### config.mk
export PLATFORM = sky130hd
export DESIGN_NAME = mode_geom_top
export DESIGN_NICKNAME = d
export VERILOG_FILES = /design/src/rtl/vmg_pkg.sv /design/src/rtl/vmg_decode.sv /design/src/rtl/vmg_calc.sv /design/src/rtl/vmg_track.sv /design/src/rtl/mode_geom_top.sv
export SDC_FILE = /design/constraint.sdc
export NUM_CORES = 2
export LEC_CHECK = 0
export BUFFER_PORTS_ARGS = -buffer_cell sky130_fd_sc_hd__buf_2
export CELL_PAD_IN_SITES_DETAIL_PLACEMENT = 1
export CELL_PAD_IN_SITES_GLOBAL_PLACEMENT = 2
export CORE_UTILIZATION = 30
export CTS_BUF_LIST = sky130_fd_sc_hd__clkbuf_2
export CTS_CLUSTER_SIZE = 20
export DETAILED_ROUTE_END_ITERATION = 7
export GPL_TIMING_DRIVEN = 0
export PLACE_DENSITY = 0.64
export SKIP_LAST_GASP = 1
export SLEW_MARGIN = 10
export SYNTH_ARGS = -nofsm -noshare
export SYNTH_HDL_FRONTEND = slang
export SYNTH_HIERARCHICAL = 1
export SYNTH_SLANG_ARGS = --single-unit
### constraint.sdc
create_clock -name clk -period 38.2 [get_ports clk]
set_input_delay 3.82 -clock clk [delete_from_list [all_inputs] [get_ports clk]]
set_output_delay 3.82 -clock clk [all_outputs]
set_load 0.02 [all_outputs]
### src/rtl/vmg_pkg.sv
package vmg_pkg;

    typedef enum logic [1:0] {
        FMT_NONE    = 2'd0,
        FMT_RGB565  = 2'd1,
        FMT_XRGB_LE = 2'd2,
        FMT_XRGB_BE = 2'd3
    } pix_fmt_e;

    function automatic logic [2:0] depth_bytes(input logic [15:0] depth);
        case (depth)
            16'd16:  return 3'd2;
            16'd32:  return 3'd4;
            default: return 3'd0;
        endcase
    endfunction

    function automatic pix_fmt_e pick_fmt(input logic [2:0] bpp, input logic be);
        case (bpp)
            3'd2:    return FMT_RGB565;
            3'd4:    return be ? FMT_XRGB_BE : FMT_XRGB_LE;
            default: return FMT_NONE;
        endcase
    endfunction

endpackage

### src/rtl/vmg_decode.sv
module vmg_decode
    import vmg_pkg::*;
#(
    parameter int DIM_W  = 16,
    parameter int MEM_W  = 32,
    parameter int EN_BIT = 0
) (
    input  logic             clk,
    input  logic             rst,
    input  logic [15:0]      en_word,
    input  logic [15:0]      depth,
    input  logic [DIM_W-1:0] hres,
    input  logic [DIM_W-1:0] vres,
    input  logic [DIM_W-1:0] vwid,
    input  logic [DIM_W-1:0] xpan,
    input  logic [DIM_W-1:0] ypan,
    input  logic [MEM_W-1:0] mem_in,
    input  logic             be_in,
    output logic             s1_ok,
    output logic [2:0]       s1_bpp,
    output logic [1:0]       s1_fmt,
    output logic [DIM_W-1:0] s1_w,
    output logic [DIM_W-1:0] s1_h,
    output logic [DIM_W-1:0] s1_vw,
    output logic [DIM_W-1:0] s1_x,
    output logic [DIM_W-1:0] s1_y,
    output logic [MEM_W-1:0] s1_mem
);

    logic [2:0]       bpp_d;
    pix_fmt_e         fmt_d;
    logic [DIM_W-1:0] vw_d;

    always_comb begin
        bpp_d = depth_bytes(depth);
        fmt_d = pick_fmt(bpp_d, be_in);
        vw_d  = (vwid < hres) ? hres : vwid;
    end

    always_ff @(posedge clk) begin
        if (rst) begin
            s1_ok  <= 1'b0;
            s1_bpp <= '0;
            s1_fmt <= FMT_NONE;
            s1_w   <= '0;
            s1_h   <= '0;
            s1_vw  <= '0;
            s1_x   <= '0;
            s1_y   <= '0;
            s1_mem <= '0;
        end else begin
            s1_ok  <= en_word[EN_BIT] && (bpp_d != 3'd0);
            s1_bpp <= bpp_d;
            s1_fmt <= fmt_d;
            s1_w   <= hres;
            s1_h   <= vres;
            s1_vw  <= vw_d;
            s1_x   <= xpan;
            s1_y   <= ypan;
            s1_mem <= mem_in;
        end
    end

endmodule

### src/rtl/vmg_calc.sv
module vmg_calc #(
    parameter int DIM_W   = 16,
    parameter int MEM_W   = 32,
    parameter int MIN_DIM = 64,
    localparam int STRIDE_W = DIM_W + 3,
    localparam int SIZE_W   = STRIDE_W + DIM_W,
    localparam int OFS_W    = SIZE_W + 1,
    localparam int END_W    = OFS_W + 1
) (
    input  logic                s1_ok,
    input  logic [2:0]          s1_bpp,
    input  logic [1:0]          s1_fmt,
    input  logic [DIM_W-1:0]    s1_w,
    input  logic [DIM_W-1:0]    s1_h,
    input  logic [DIM_W-1:0]    s1_vw,
    input  logic [DIM_W-1:0]    s1_x,
    input  logic [DIM_W-1:0]    s1_y,
    input  logic [MEM_W-1:0]    s1_mem,
    output logic                c_valid,
    output logic [2:0]          c_bpp,
    output logic [1:0]          c_fmt,
    output logic [DIM_W-1:0]    c_w,
    output logic [DIM_W-1:0]    c_h,
    output logic [STRIDE_W-1:0] c_stride,
    output logic [OFS_W-1:0]    c_ofs,
    output logic [SIZE_W-1:0]   c_size
);

    localparam logic [DIM_W-1:0] MIN_V = DIM_W'(MIN_DIM);

    logic [STRIDE_W-1:0] str_w;
    logic [STRIDE_W-1:0] xb_w;
    logic [SIZE_W-1:0]   size_w;
    logic [SIZE_W-1:0]   yb_w;
    logic [OFS_W-1:0]    ofs_w;
    logic [END_W-1:0]    end_w;
    logic                dim_ok;
    logic                fit_ok;

    always_comb begin
        str_w  = STRIDE_W'(s1_vw) * STRIDE_W'(s1_bpp);
        xb_w   = STRIDE_W'(s1_x) * STRIDE_W'(s1_bpp);
        size_w = SIZE_W'(str_w) * SIZE_W'(s1_h);
        yb_w   = SIZE_W'(str_w) * SIZE_W'(s1_y);
        ofs_w  = OFS_W'(yb_w) + OFS_W'(xb_w);
        end_w  = END_W'(ofs_w) + END_W'(size_w);
        dim_ok = (s1_w >= MIN_V) && (s1_h >= MIN_V);
        fit_ok = end_w <= END_W'(s1_mem);
        c_valid  = s1_ok && dim_ok && fit_ok;
        c_bpp    = c_valid ? s1_bpp : '0;
        c_fmt    = c_valid ? s1_fmt : '0;
        c_w      = c_valid ? s1_w   : '0;
        c_h      = c_valid ? s1_h   : '0;
        c_stride = c_valid ? str_w  : '0;
        c_ofs    = c_valid ? ofs_w  : '0;
        c_size   = c_valid ? size_w : '0;
    end

endmodule

### src/rtl/vmg_track.sv
module vmg_track #(
    parameter int DIM_W = 16,
    localparam int STRIDE_W = DIM_W + 3,
    localparam int SIZE_W   = STRIDE_W + DIM_W,
    localparam int OFS_W    = SIZE_W + 1,
    localparam int GEO_W    = 3 + 2 + 2 * DIM_W + STRIDE_W + OFS_W + SIZE_W
) (
    input  logic                clk,
    input  logic                rst,
    input  logic                c_valid,
    input  logic [2:0]          c_bpp,
    input  logic [1:0]          c_fmt,
    input  logic [DIM_W-1:0]    c_w,
    input  logic [DIM_W-1:0]    c_h,
    input  logic [STRIDE_W-1:0] c_stride,
    input  logic [OFS_W-1:0]    c_ofs,
    input  logic [SIZE_W-1:0]   c_size,
    output logic                o_valid,
    output logic [2:0]          o_bpp,
    output logic [1:0]          o_fmt,
    output logic [DIM_W-1:0]    o_w,
    output logic [DIM_W-1:0]    o_h,
    output logic [STRIDE_W-1:0] o_stride,
    output logic [OFS_W-1:0]    o_ofs,
    output logic [SIZE_W-1:0]   o_size,
    output logic                o_changed
);

    logic             held_any;
    logic [GEO_W-1:0] held_geo;
    logic [GEO_W-1:0] cand_geo;
    logic             differs;

    always_comb begin
        cand_geo = {c_bpp, c_fmt, c_w, c_h, c_stride, c_ofs, c_size};
        differs  = !held_any || (cand_geo != held_geo);
    end

    always_ff @(posedge clk) begin
        if (rst) begin
            o_valid   <= 1'b0;
            o_bpp     <= '0;
            o_fmt     <= '0;
            o_w       <= '0;
            o_h       <= '0;
            o_stride  <= '0;
            o_ofs     <= '0;
            o_size    <= '0;
            o_changed <= 1'b0;
            held_any  <= 1'b0;
            held_geo  <= '0;
        end else begin
            o_valid   <= c_valid;
            o_bpp     <= c_bpp;
            o_fmt     <= c_fmt;
            o_w       <= c_w;
            o_h       <= c_h;
            o_stride  <= c_stride;
            o_ofs     <= c_ofs;
            o_size    <= c_size;
            o_changed <= c_valid && differs;
            if (c_valid && differs) begin
                held_any <= 1'b1;
                held_geo <= cand_geo;
            end
        end
    end

endmodule

### src/rtl/mode_geom_top.sv
module mode_geom_top #(
    parameter int DIM_W   = 16,
    parameter int MEM_W   = 32,
    parameter int MIN_DIM = 64,
    localparam int STRIDE_W = DIM_W + 3,
    localparam int SIZE_W   = STRIDE_W + DIM_W,
    localparam int OFS_W    = SIZE_W + 1
) (
    input  logic                clk,
    input  logic                rst,
    input  logic [15:0]         cfg_enable,
    input  logic [15:0]         cfg_depth,
    input  logic [DIM_W-1:0]    cfg_hres,
    input  logic [DIM_W-1:0]    cfg_vres,
    input  logic [DIM_W-1:0]    cfg_vwidth,
    input  logic [DIM_W-1:0]    cfg_xpan,
    input  logic [DIM_W-1:0]    cfg_ypan,
    input  logic [MEM_W-1:0]    mem_bytes,
    input  logic                big_endian,
    output logic                geo_valid,
    output logic [2:0]          bytes_pp,
    output logic [1:0]          pix_fmt,
    output logic [DIM_W-1:0]    width,
    output logic [DIM_W-1:0]    height,
    output logic [STRIDE_W-1:0] stride,
    output logic [OFS_W-1:0]    start_ofs,
    output logic [SIZE_W-1:0]   fb_size,
    output logic                mode_changed
);

    logic                s1_ok;
    logic [2:0]          s1_bpp;
    logic [1:0]          s1_fmt;
    logic [DIM_W-1:0]    s1_w, s1_h, s1_vw, s1_x, s1_y;
    logic [MEM_W-1:0]    s1_mem;

    logic                c_valid;
    logic [2:0]          c_bpp;
    logic [1:0]          c_fmt;
    logic [DIM_W-1:0]    c_w, c_h;
    logic [STRIDE_W-1:0] c_stride;
    logic [OFS_W-1:0]    c_ofs;
    logic [SIZE_W-1:0]   c_size;

    vmg_decode #(.DIM_W(DIM_W), .MEM_W(MEM_W), .EN_BIT(0)) u_dec (
        .clk(clk), .rst(rst),
        .en_word(cfg_enable), .depth(cfg_depth),
        .hres(cfg_hres), .vres(cfg_vres), .vwid(cfg_vwidth),
        .xpan(cfg_xpan), .ypan(cfg_ypan),
        .mem_in(mem_bytes), .be_in(big_endian),
        .s1_ok(s1_ok), .s1_bpp(s1_bpp), .s1_fmt(s1_fmt),
        .s1_w(s1_w), .s1_h(s1_h), .s1_vw(s1_vw),
        .s1_x(s1_x), .s1_y(s1_y), .s1_mem(s1_mem)
    );

    vmg_calc #(.DIM_W(DIM_W), .MEM_W(MEM_W), .MIN_DIM(MIN_DIM)) u_calc (
        .s1_ok(s1_ok), .s1_bpp(s1_bpp), .s1_fmt(s1_fmt),
        .s1_w(s1_w), .s1_h(s1_h), .s1_vw(s1_vw),
        .s1_x(s1_x), .s1_y(s1_y), .s1_mem(s1_mem),
        .c_valid(c_valid), .c_bpp(c_bpp), .c_fmt(c_fmt),
        .c_w(c_w), .c_h(c_h), .c_stride(c_stride),
        .c_ofs(c_ofs), .c_size(c_size)
    );

    vmg_track #(.DIM_W(DIM_W)) u_track (
        .clk(clk), .rst(rst),
        .c_valid(c_valid), .c_bpp(c_bpp), .c_fmt(c_fmt),
        .c_w(c_w), .c_h(c_h), .c_stride(c_stride),
        .c_ofs(c_ofs), .c_size(c_size),
        .o_valid(geo_valid), .o_bpp(bytes_pp), .o_fmt(pix_fmt),
        .o_w(width), .o_h(height), .o_stride(stride),
        .o_ofs(start_ofs), .o_size(fb_size), .o_changed(mode_changed)
    );

endmodule

==> results.tsv <==
metric	value	unit
Max Clock Skew	186	ps
Worst Setup Slack, final	18230	ps
synth warn	6	
CTS resizes	0	
Worst Path Arrival	21150	ps
Power Total	1.23	mW
Yosys reg bits	374	
Die Ht	372	um
DRC viols	0	
maximum single-stage delay on the critical path	1010	ps
routed wire length	172000	um
placed cell count	6681	
post-route ant nets	0	
GRT Util Overall	25.0	%
Placer Congestion	0.920	
Pwr Density	27.0	mW/mm2
CTS Hold Buffers Added	0	
DRT iter0 DRCs	2003	
Fmax achieved	50.1	MHz
RSZ-0062 raised after global routing	false	
root buffer cell	clkbuf_2	
largest net degree at the start of global routing	19	
Filler cells	16100	
CP max FO	12	
Core Area	0.135	mm2
wire per inst	25.0	um
area delta synth->final	11.3	%
layout cell share with drive strength beyond 1	12.5	%
worst hold path class	reg -> reg	
GR Overflow Total	0	
critical path type	reg -> reg	
die width	372	um
CP endpoint kind	flop	
final cell count without fillers	6886	
final hold viol count	0	
Setup Total Neg Slack	0	ps
I/O pin cnt	276	
Max-cap violations	0	
vias post-DR	33800	
HPWL Detailed	143000	um
Peak supply drop	0.0239	mV
cell area after synthesis	0.0410	mm2
post-synthesis cell count	4638	
clk slew on worst S/H paths	100	ps
Starting Density	30.3	%
Lkg Pwr	22.2	nW
Critical path buffers and inverters	13	
sequential element share of the synthesized area	18.3	%
Critical Path Start Type	flop	
TritonCTS clock tree	built	
pre-CTS setup slack	18660	ps
H-tree levels	3	
area of the die	0.138	mm2
Min Clock Period, post-route	19970	ps
CP required	39380	ps
syn_nets	5664	
worst skew pair latency	1490	ps
Top FF cell, synth	dfxtp_1	
CP most frequent cell	fa_1	
Via density	4.91	
slowest CP cell	a221oi_1	
Tcrit/Tclk final	52.3	%
count of input and output buffers	259	
EDFF count, synth	0	
Post-CTS Setup Repair Bufs	0	
status	finished clean	
TritonCTS Sinks	374	
syn avg cell area	8.84	um2
initial antenna violation count	32	
CTS buffer count	106	
vias in the first global route	35900	
Final Max Slew Viols	0	
first-pass GRT wire length	247000	um
final setup violation count	0	
critical path's top delay family	compound AO/OA/AOI/OAI gates	
TritonRoute pass-1 iters	5	
Netlist cell types	87	
worst-margin pin slew	1330	ps
Layout Nets	6034	
Async SR Flop Fraction	0	%
Slew HR	10.8	%
final core utilization	33.7	%
Clock Path Buffers	3	
Site Rows	135	
where the power goes:
part | switching, mW | internal, mW | total, mW
registers | 0.00950 | 0.397 | 0.406
clock network | 0.200 | 0.114 | 0.314
logic | 0.327 | 0.185 | 0.512
metrics by stage:
| stage | hold WS, ps | area, um2 |
|---|---|---|
| after floorplan | 440 | 41000 |
| after global placement | 458 | 44500 |
| after detailed placement | 469 | 44600 |
| after CTS | 481 | 45600 |
| after global routing | 510 | 45600 |
| final | 483 | 45600 |
path summary, 6_finish.rpt:
path,from,to,slack (ps),depth (start not counted)
setup reg to reg,u_dec/s1_bpp[2],u_track/held_geo[125],18230,58
setup / recovery,u_dec/s1_bpp[2],u_track/held_geo[125],18230,58
hold reg to reg,u_track/held_geo[125],u_track/held_geo[125],480,2
hold / removal,u_track/held_geo[125],u_track/held_geo[125],480,2
tightest hold or removal path: cells and delay by family, from the launching register on:
kind / cells / cell delay [ps]
DFF: 1 / 330
AOI/OAI and AO/OA: 2 / 110
cells in the mapped netlist, types with 75 or more instances:
| library cell | instances | area share [%] |
|---|---|---|
| clkbuf_1 | 184 | 1.7 |
| and2_1 | 422 | 6.4 |
| nand3_1 | 151 | 1.8 |
| xor2_1 | 97 | 2.1 |
| inv_1 | 749 | 6.9 |
| nand2_1 | 418 | 3.8 |
| o21ai_1 | 102 | 1.2 |
| fa_1 | 537 | 26 |
| nor2b_1 | 275 | 4.2 |
| ha_1 | 342 | 10 |
| a21oi_1 | 133 | 1.6 |
| o21ai_0 | 75 | 0.92 |
| dfxtp_1 | 374 | 18 |
| a21oi_2 | 99 | 2.1 |
| nor2_1 | 91 | 0.83 |
flip-flops by register name, indices dropped and copies added (netlist names):
register	count
u_dec/s1_mem	32
u_dec/s1_vw	16
u_dec/s1_h	16
u_track/o_ofs	36
u_track/o_fmt	2
u_dec/s1_x	16
u_dec/s1_y	16
u_track/o_valid	1
u_track/held_any	1
u_track/o_h	16
u_track/held_geo	127
u_track/o_size	35
u_track/o_bpp	3
u_dec/s1_ok	1
u_dec/s1_fmt	2
u_track/o_w	16
u_track/o_changed	1
u_track/o_stride	19
u_dec/s1_w	16
u_dec/s1_bpp	2
cells in the final DEF, fill, tap and decap left out, types with 71 or more instances in the layout:
cell / synthesis / final
a21oi_1: 133 / 133
a21oi_2: 99 / 99
and2_1: 422 / 422
buf_2: 11 / 270
clkbuf_1: 184 / 180
clkbuf_2: 0 / 146
dfxtp_1: 374 / 374
fa_1: 537 / 537
ha_1: 342 / 342
inv_1: 749 / 749
nand2_1: 418 / 418
nand3_1: 151 / 151
nor2_1: 91 / 91
nor2b_1: 275 / 275
o21ai_0: 75 / 75
o21ai_1: 102 / 102
xnor2_1: 74 / 71
xor2_1: 97 / 95
kinds of logic after synthesis:
family	after synthesis	share of synthesized area, %
fa+ha+maj	879	36.7
simple gates	1560	20.4
buf+inv	997	9.98
other cells	2	0.0183
flops	374	18.3
compound gates	636	10.5
mux	19	0.607
xor+xnor	171	3.65
area by class of cell:
cell class	instances	area (um2)	area share [%]
Tap cell	1781	2230	4.89
Multi-Input combinational cell	3267	29500	64.6
Buffer	247	1280	2.81
Timing Repair Buffer	262	1320	2.90
Clock inverter	45	254	0.557
Inverter	750	2820	6.17
Clock buffer	142	711	1.56
Sequential cell	374	7490	16.4
Antenna cell	18	45.0	0.0987
metal layers:
metal	up-vias	track usage, %	wire, um	part of all wire (%)
met5	-	0	24	0.014
met2	907	41.4	81300	47
met3	214	2.82	8280	4.8
li1	15400	-	-	-
met4	4	9.78	6820	4.0
met1	17300	33.2	75800	44
Power figures use the tool's default switching activity.
